===== config.mk =====
export PLATFORM = sky130hd
export DESIGN_NAME = link_err_report
export DESIGN_NICKNAME = d
export VERILOG_FILES = /design/src/rtl/lerr_pkg.sv /design/src/rtl/lerr_sticky_bank.sv /design/src/rtl/lerr_reduce.sv /design/src/rtl/lerr_cat_gate.sv /design/src/rtl/link_err_report.sv
export SDC_FILE = /design/constraint.sdc
export NUM_CORES = 1
export LEC_CHECK = 0
export ABC_AREA = 1
export BUFFER_PORTS_ARGS = -buffer_cell sky130_fd_sc_hd__buf_2
export CAP_MARGIN = 20
export CORE_AREA = 4 4 107 109
export CTS_BUF_LIST = sky130_fd_sc_hd__clkbuf_8
export CTS_CLUSTER_SIZE = 40
export DETAILED_ROUTE_END_ITERATION = 10
export DIE_AREA = 0 0 111 113
export GPL_TIMING_DRIVEN = 1
export PLACE_DENSITY = 0.7
export SYNTH_ARGS = -nofsm -noshare
export SYNTH_HDL_FRONTEND = slang
export SYNTH_SLANG_ARGS = --single-unit

===== constraint.sdc =====
create_clock -name clk -period 1.1 [get_ports clk]
set_input_delay 0 -clock clk [delete_from_list [all_inputs] [get_ports clk]]
set_output_delay 0 -clock clk [all_outputs]
set_load 0.005 [all_outputs]

===== src/rtl/lerr_pkg.sv =====
package lerr_pkg;

  localparam int COR_W_DEF = 16;
  localparam int UNC_W_DEF = 32;
  localparam int N_CAT     = 3;

  // one flag per reporting category
  typedef struct packed {
    logic fat;
    logic nf;
    logic cor;
  } cat_t;

endpackage


===== src/rtl/lerr_sticky_bank.sv =====
module lerr_sticky_bank #(
  parameter int W = 16
) (
  input  logic         clk,
  input  logic         rst_n,
  input  logic [W-1:0] evt,
  input  logic [W-1:0] det_mask,
  input  logic [W-1:0] clr,
  output logic [W-1:0] sts
);

  localparam int LAST = W - 1;

  for (genvar i = 0; i <= LAST; i++) begin : g_bit
    logic q;
    logic set_now;

    assign set_now = evt[i] & ~det_mask[i];

    // a fresh event outranks a clear in the same cycle
    always_ff @(posedge clk or negedge rst_n) begin
      if (!rst_n)       q <= 1'b0;
      else if (set_now) q <= 1'b1;
      else if (clr[i])  q <= 1'b0;
    end

    assign sts[i] = q;
  end

endmodule


===== src/rtl/lerr_reduce.sv =====
module lerr_reduce #(
  parameter int W = 16
) (
  input  logic [W-1:0] vec,
  input  logic [W-1:0] sel,
  input  logic [W-1:0] rpt_mask,
  output logic         any_log,
  output logic         any_pend
);

  logic [W-1:0] in_cat;
  logic [W-1:0] open_cat;

  assign in_cat   = vec & sel;
  assign open_cat = in_cat & ~rpt_mask;
  assign any_log  = |in_cat;
  assign any_pend = |open_cat;

endmodule


===== src/rtl/lerr_cat_gate.sv =====
module lerr_cat_gate
  import lerr_pkg::*;
(
  input  cat_t logged,
  input  cat_t pend,
  input  cat_t en,
  output cat_t dev,
  output cat_t req
);

  assign dev = logged;
  assign req = cat_t'(pend & en);

endmodule


===== src/rtl/link_err_report.sv =====
module link_err_report
  import lerr_pkg::*;
#(
  parameter int COR_W = COR_W_DEF,
  parameter int UNC_W = UNC_W_DEF
) (
  input  logic             clk,
  input  logic             rst_n,
  input  logic [COR_W-1:0] cor_err_pulse,
  input  logic [UNC_W-1:0] unc_err_pulse,
  input  logic [COR_W-1:0] cor_det_mask,
  input  logic [UNC_W-1:0] unc_det_mask,
  input  logic [COR_W-1:0] cor_rpt_mask,
  input  logic [UNC_W-1:0] unc_rpt_mask,
  input  logic [UNC_W-1:0] unc_sev,
  input  logic [COR_W-1:0] cor_clr,
  input  logic [UNC_W-1:0] unc_clr,
  input  logic             cor_rpt_en,
  input  logic             nf_rpt_en,
  input  logic             fat_rpt_en,
  output logic [COR_W-1:0] cor_sts,
  output logic [UNC_W-1:0] unc_sts,
  output logic             dev_cor,
  output logic             dev_nf,
  output logic             dev_fat,
  output logic             req_cor,
  output logic             req_nf,
  output logic             req_fat
);

  localparam logic [COR_W-1:0] COR_ALL = '1;

  cat_t logged, pend, en, dev, req;

  lerr_sticky_bank #(.W(COR_W)) u_cor_bank (
    .clk(clk), .rst_n(rst_n), .evt(cor_err_pulse),
    .det_mask(cor_det_mask), .clr(cor_clr), .sts(cor_sts)
  );

  lerr_sticky_bank #(.W(UNC_W)) u_unc_bank (
    .clk(clk), .rst_n(rst_n), .evt(unc_err_pulse),
    .det_mask(unc_det_mask), .clr(unc_clr), .sts(unc_sts)
  );

  lerr_reduce #(.W(COR_W)) u_red_cor (
    .vec(cor_sts), .sel(COR_ALL), .rpt_mask(cor_rpt_mask),
    .any_log(logged.cor), .any_pend(pend.cor)
  );

  lerr_reduce #(.W(UNC_W)) u_red_fat (
    .vec(unc_sts), .sel(unc_sev), .rpt_mask(unc_rpt_mask),
    .any_log(logged.fat), .any_pend(pend.fat)
  );

  lerr_reduce #(.W(UNC_W)) u_red_nf (
    .vec(unc_sts), .sel(~unc_sev), .rpt_mask(unc_rpt_mask),
    .any_log(logged.nf), .any_pend(pend.nf)
  );

  assign en.cor = cor_rpt_en;
  assign en.nf  = nf_rpt_en;
  assign en.fat = fat_rpt_en;

  lerr_cat_gate u_gate (
    .logged(logged), .pend(pend), .en(en), .dev(dev), .req(req)
  );

  assign dev_cor = dev.cor;
  assign dev_nf  = dev.nf;
  assign dev_fat = dev.fat;
  assign req_cor = req.cor;
  assign req_nf  = req.nf;
  assign req_fat = req.fat;

endmodule


# ---- After elaboration in Yosys (flattened, before gate mapping)
# Cells that the tools add are included.
dict set report word_totals {
  ff_bits 48
  output_inout_bits 54
  elab_cells 303
}
dict set report op_classes {
  muxes 96
  bitwise_logic 105
  n_reduce_logical 54
}
# op count
set ops {}
lappend ops {{bitwise AND 32 bit} 4}
lappend ops {{OR reduction 32 bit} 4}
lappend ops {{2-to-1 mux 1 bit} 96}
lappend ops {{nonzero test 2 bit} 48}
lappend ops {{NOT 32 bit} 2}
lappend ops {{bitwise AND 1 bit} 48}
lappend ops {{NOT 1 bit} 48}
lappend ops {{OR reduction 16 bit} 2}
lappend ops {{bitwise AND 16 bit} 1}
lappend ops {{NOT 16 bit} 1}
lappend ops {{bitwise AND 3 bit} 1}

# ---- Logic depth before layout (Yosys ltp)
dict set report depth {
  ltp_word 5
  ltp_mapped 8
  mapped_depth_nobuf 8
}

# ---- Hierarchy
# From an unflattened synthesis, not the netlist that was laid out.
dict set report unflattened {
  hier_cells 710
  hier_area_um2 4072.7
}
# module n_inst cells_per_inst area_each_um2 seq_area_each_um2
set by_module_without_submodules {}
lappend by_module_without_submodules {{lerr_sticky_bank at u_unc_bank} 1 224 1641.6 800.8}
lappend by_module_without_submodules {{lerr_reduce at u_red_fat ...} 2 139 614.3 0.0}
lappend by_module_without_submodules {{lerr_sticky_bank at u_cor_bank} 1 112 820.8 400.4}
lappend by_module_without_submodules {{lerr_reduce at u_red_cor} 1 54 212.7 0.0}
lappend by_module_without_submodules {link_err_report 1 33 123.9 0.0}
lappend by_module_without_submodules {lerr_cat_gate 1 9 45.0 0.0}

# ---- Worst setup path after synthesis
# OpenSTA, ideal clock, no wires.
dict set report synth_path {
  kind {reg2out}
  startpoint {register u_unc_bank.g_bit[31].q}
  endpoint {output port dev_nf}
  arrival_ps 872
  required_ps 1100
  path_slack_ps 228
  stages_incl_launch_ff 7
  n_path_buf 0
  path_cell_list {dfrtp_1 -> inv_1 -> nor2_1 -> nor3_1 -> nand2_1 -> nor2_1 -> nand2_1}
}
dict set report synth_between {
  elab_chain_len 2
}
# element line
set synth_rtl {}
lappend synth_rtl {{from (decl)} lerr_sticky_bank.sv:15} ;# logic q;
lappend synth_rtl {{from (signal assigned)} lerr_sticky_bank.sv:22} ;# if (!rst_n) q <= 1'b0;
lappend synth_rtl {{from (signal assigned)} lerr_sticky_bank.sv:23} ;# else if (set_now) q <= 1'b1;
lappend synth_rtl {{from (signal assigned)} lerr_sticky_bank.sv:24} ;# else if (clr[i]) q <= 1'b0;
lappend synth_rtl {{bitwise AND 32 bit} lerr_reduce.sv:14} ;# assign in_cat = vec & sel;
lappend synth_rtl {{OR reduction 32 bit} lerr_reduce.sv:16} ;# assign any_log = |in_cat;
lappend synth_rtl {{to (decl)} link_err_report.sv:24} ;# output logic dev_nf,
# No other way between the ends.

# ---- Final worst setup path
dict set report layout_path {
  startpoint {register u_unc_bank.g_bit[19].q}
  endpoint {output port dev_nf}
}
dict set report layout_between {
  elab_chain_len 2
}
# element line
set layout_rtl {}
lappend layout_rtl {{from (decl)} lerr_sticky_bank.sv:15}
lappend layout_rtl {{from (signal assigned)} lerr_sticky_bank.sv:22}
lappend layout_rtl {{from (signal assigned)} lerr_sticky_bank.sv:23}
lappend layout_rtl {{from (signal assigned)} lerr_sticky_bank.sv:24}
lappend layout_rtl {{bitwise AND 32 bit} lerr_reduce.sv:14}
lappend layout_rtl {{OR reduction 32 bit} lerr_reduce.sv:16}
# No other way between the ends.

==> flow_summary.toml <==
[worst_setup_path]
arrival_ns = 1.49
critPathMostFrequentCell = "nand2_1"
max_stage_delay_ns = 0.45
criticalPathCategory = "reg -> out"
cp.required_ns = 1.10
cp-start-kind = "flip-flop"
slowest_stage = "dfrtp_2"
worstPathCellList = "inv_2 > o22ai_2 > nor3_2 > nand2_1 > nor2_2 > nand2_1 > buf_2"
path_max_fanout = 4
critPathCaptureType = "output port"

[drt]
vias = 5192
wl_met3_mm = 1.46
antenna_left = 0
drt-vias-per-instance = 4.74
drc = 0
drt-total-wl_mm = 17.2
routedWlPerCell_um = 15.7
wl_met1_mm = 6.00
dr.pass1.iters = 4
dr.max_layer_used = "met4"
route.met2.wl_mm = 8.60
drt-initial-drc-count = 249

[synthesis]
syn_avg_cell_area_um2 = 6.77
yosysMostFrequentCell = "inv_1"
synthTopCellsByCount = "inv_1 (127), o22ai_1 (68), nand2_1 (58), buf_4 (48), dfrtp_1 (48)"
synth_edf_count = 0
syn-cell-area_um2 = 3440
synth_area_leaders = "dfrtp_1 (35%), inv_1 (14%), o22ai_1 (12%)"
ys_ff_latch = 48
synth_top_area_share_pct = 34.9
yosysTopAreaCell = "dfrtp_1"
synth_flop_cell = "dfrtp_1"
synthCells = 509
yosysSeqAreaShare_pct = 34.9
yosysWarnings = 0
async_flop_share_pct = 100
synth_nets = 738
synthDistinctLibCells = 18

[sta]
max_freq_mhz = 670
finalHoldViolations = 0
fin_crit_sh_pct = 136
fin_ws_ns = -0.392
layout_min_cycle_time_ns = 1.49
fin_hold_ws_ns = 0.221
fin_skew_ns = 0
worstMarginPinSlew_ns = 0.290
relSlewSlack_pct = 80.5
rsz0062_at_grt = "yes"
setup_violations = 7
slew_viol_final = 0

[global_routing]
grt_antenna_before_repair = 2
overflow = 0
track_usage_pct = 26.0
grt_pass1_wl_mm = 26.1
grt_pass1_vias = 5507
grt_max_degree = 49

[die]
die_h_um = 113
fp.coreArea_um2 = 10600
dieArea_um2 = 12500
start_util_pct = 32.5
die_w_um = 111
ios = 283
row_count = 38

[placed_design]
dp_hpwl_mm = 10.8
placed_area_um2 = 5010
gp_congestion = 0.892
io_buffers = 282
numPlacedInstances = 927

[cts]
clock_path_buffers = 2
cts_sinks = 48
cts_tree = "done"
numCtsBuffers = 5
clkTransAtPathRegs_ns = 0.10
cts_root_buf = "clkbuf_8"
insertion_delay_ns = 0.30
htreeDepth = 2

[power_and_ir_drop]
pwr_density_cell_nw_per_um2 = 816
leakage_uw = 0.00384
peakVddDrop_v = 0.000569

[finish]
finalNonFillerCells = 1095
final_area_um2 = 6780
drive_gt1_share_pct = 43.8
area_growth_pct = 96.8
fill_cells = 840
nets = 1181

[worst_hold_path]
min_path_type = "in -> async"

[status]
violations = "negative setup slack"
status = "complete, but fails checks"

[job]
cap_violations = 0
-- path summary, 6_finish.rpt --
path	startpoint	to	slack (ns)	depth (start not counted)
max	u_unc_bank.g_bit[19].q	dev_nf	-0.39	7
min	rst_n	u_unc_bank.g_bit[24].q	0.22	3
max reg2reg	u_unc_bank.g_bit[17].q	u_unc_bank.g_bit[17].q	0.12	4
min reg2reg	u_unc_bank.g_bit[12].q	u_unc_bank.g_bit[12].q	0.57	2
max in group asynchronous	rst_n	u_unc_bank.g_bit[31].q	0.62	3
min in group clk	fat_rpt_en	req_fat	0.29	4
-- where the power goes --
| part | leakage (µW) | internal, µW | switching [µW] | total, µW |
|---|---|---|---|---|
| sequential | 0.000582 | 1920 | 159 | 2080 |
| combinational | 0.00321 | 1290 | 1000 | 2300 |
| clock | 0.0000486 | 504 | 646 | 1150 |
-- flip-flops by register name, summed over array words and instances, names as in the netlist --
name,flops
u_unc_bank.g_bit.q,32
u_cor_bank.g_bit.q,16
-- through the flow --
stage                     TNS (ns)  total power [µW]  util (%)  worst slack, ns
after floorplan                  0              2940         -            0.228
after global placement      -0.370              3770      47.3           -0.160
after detailed placement    -0.481              3790      47.3           -0.184
after CTS                    -2.24              5380      62.4           -0.417
after global routing         -2.95              5880      63.9           -0.515
final                        -2.24              5530      63.9           -0.392
-- kinds of logic (layout without fill, tap and decap cells) --
logic type	after synthesis	count (layout)	share of synthesized area, %
buf+inv	198	642	26.8
other cells	0	2	0
flops	48	48	34.9
simple gates	158	158	20.3
compound gates	105	105	18.0
-- worst max-delay path, delay by kind of cell (launching register included) --
kind	cells	cell delay, ns
and+or+nand+nor	4	0.47
AOI/OAI and AO/OA	1	0.07
DFF	1	0.45
buffers and inverters	2	0.22
-- cells in the final DEF (no fill, tap or decap), types with 2 or more instances in the layout --
master | netlist | layout
nand2_2 | 1 | 5
buf_4 | 48 | 53
dlygate4sd3_1 | 0 | 145
nor4_1 | 4 | 2
o21ai_0 | 13 | 10
buf_6 | 0 | 3
nand3_2 | 4 | 7
dfrtp_1 | 48 | 47
a21oi_2 | 2 | 2
inv_1 | 127 | 119
nor3_2 | 0 | 2
nand2_1 | 58 | 54
clkbuf_8 | 0 | 6
buf_2 | 0 | 282
nor2_1 | 44 | 37
o22ai_1 | 68 | 63
o21ai_1 | 21 | 23
nand3_1 | 36 | 33
diode_2 | 0 | 2
o22ai_2 | 0 | 5
nor4_2 | 0 | 2
nor2_2 | 7 | 13
inv_2 | 23 | 32
-- timing repair --
| item | CTS | global route |
|---|---|---|
| hold endpoints to repair | 96 | 0 |
| endpoints found under the setup margin | 6 | 6 |
| hold buffers | 145 | 0 |
| buffers inserted | 2 | 11 |
| gates resized for setup | 16 | 25 |
| pin swaps | 12 | 26 |
-- routing by layer --
| metal | GRT usage, % | up-vias |
|---|---|---|
| met5 | 0 | - |
| met4 | 16.8 | 0 |
| met3 | 7.22 | 94 |
| met2 | 47.1 | 321 |
| met1 | 26.1 | 2316 |
| li1 | - | 2461 |
-- final cells by class --
type	instances	area [µm²]	area share [%]
timing repair buffer	484	3310	48.9
multi-input combinational	263	1430	21.0
sequential	48	1200	17.7
inverter	150	563	8.31
tap	140	175	2.58
clock buffer	6	82.6	1.22
clock inverter	2	11.3	0.166
antenna	2	5.00	0.0738
Note: power is estimated with default switching activity, not from simulation.
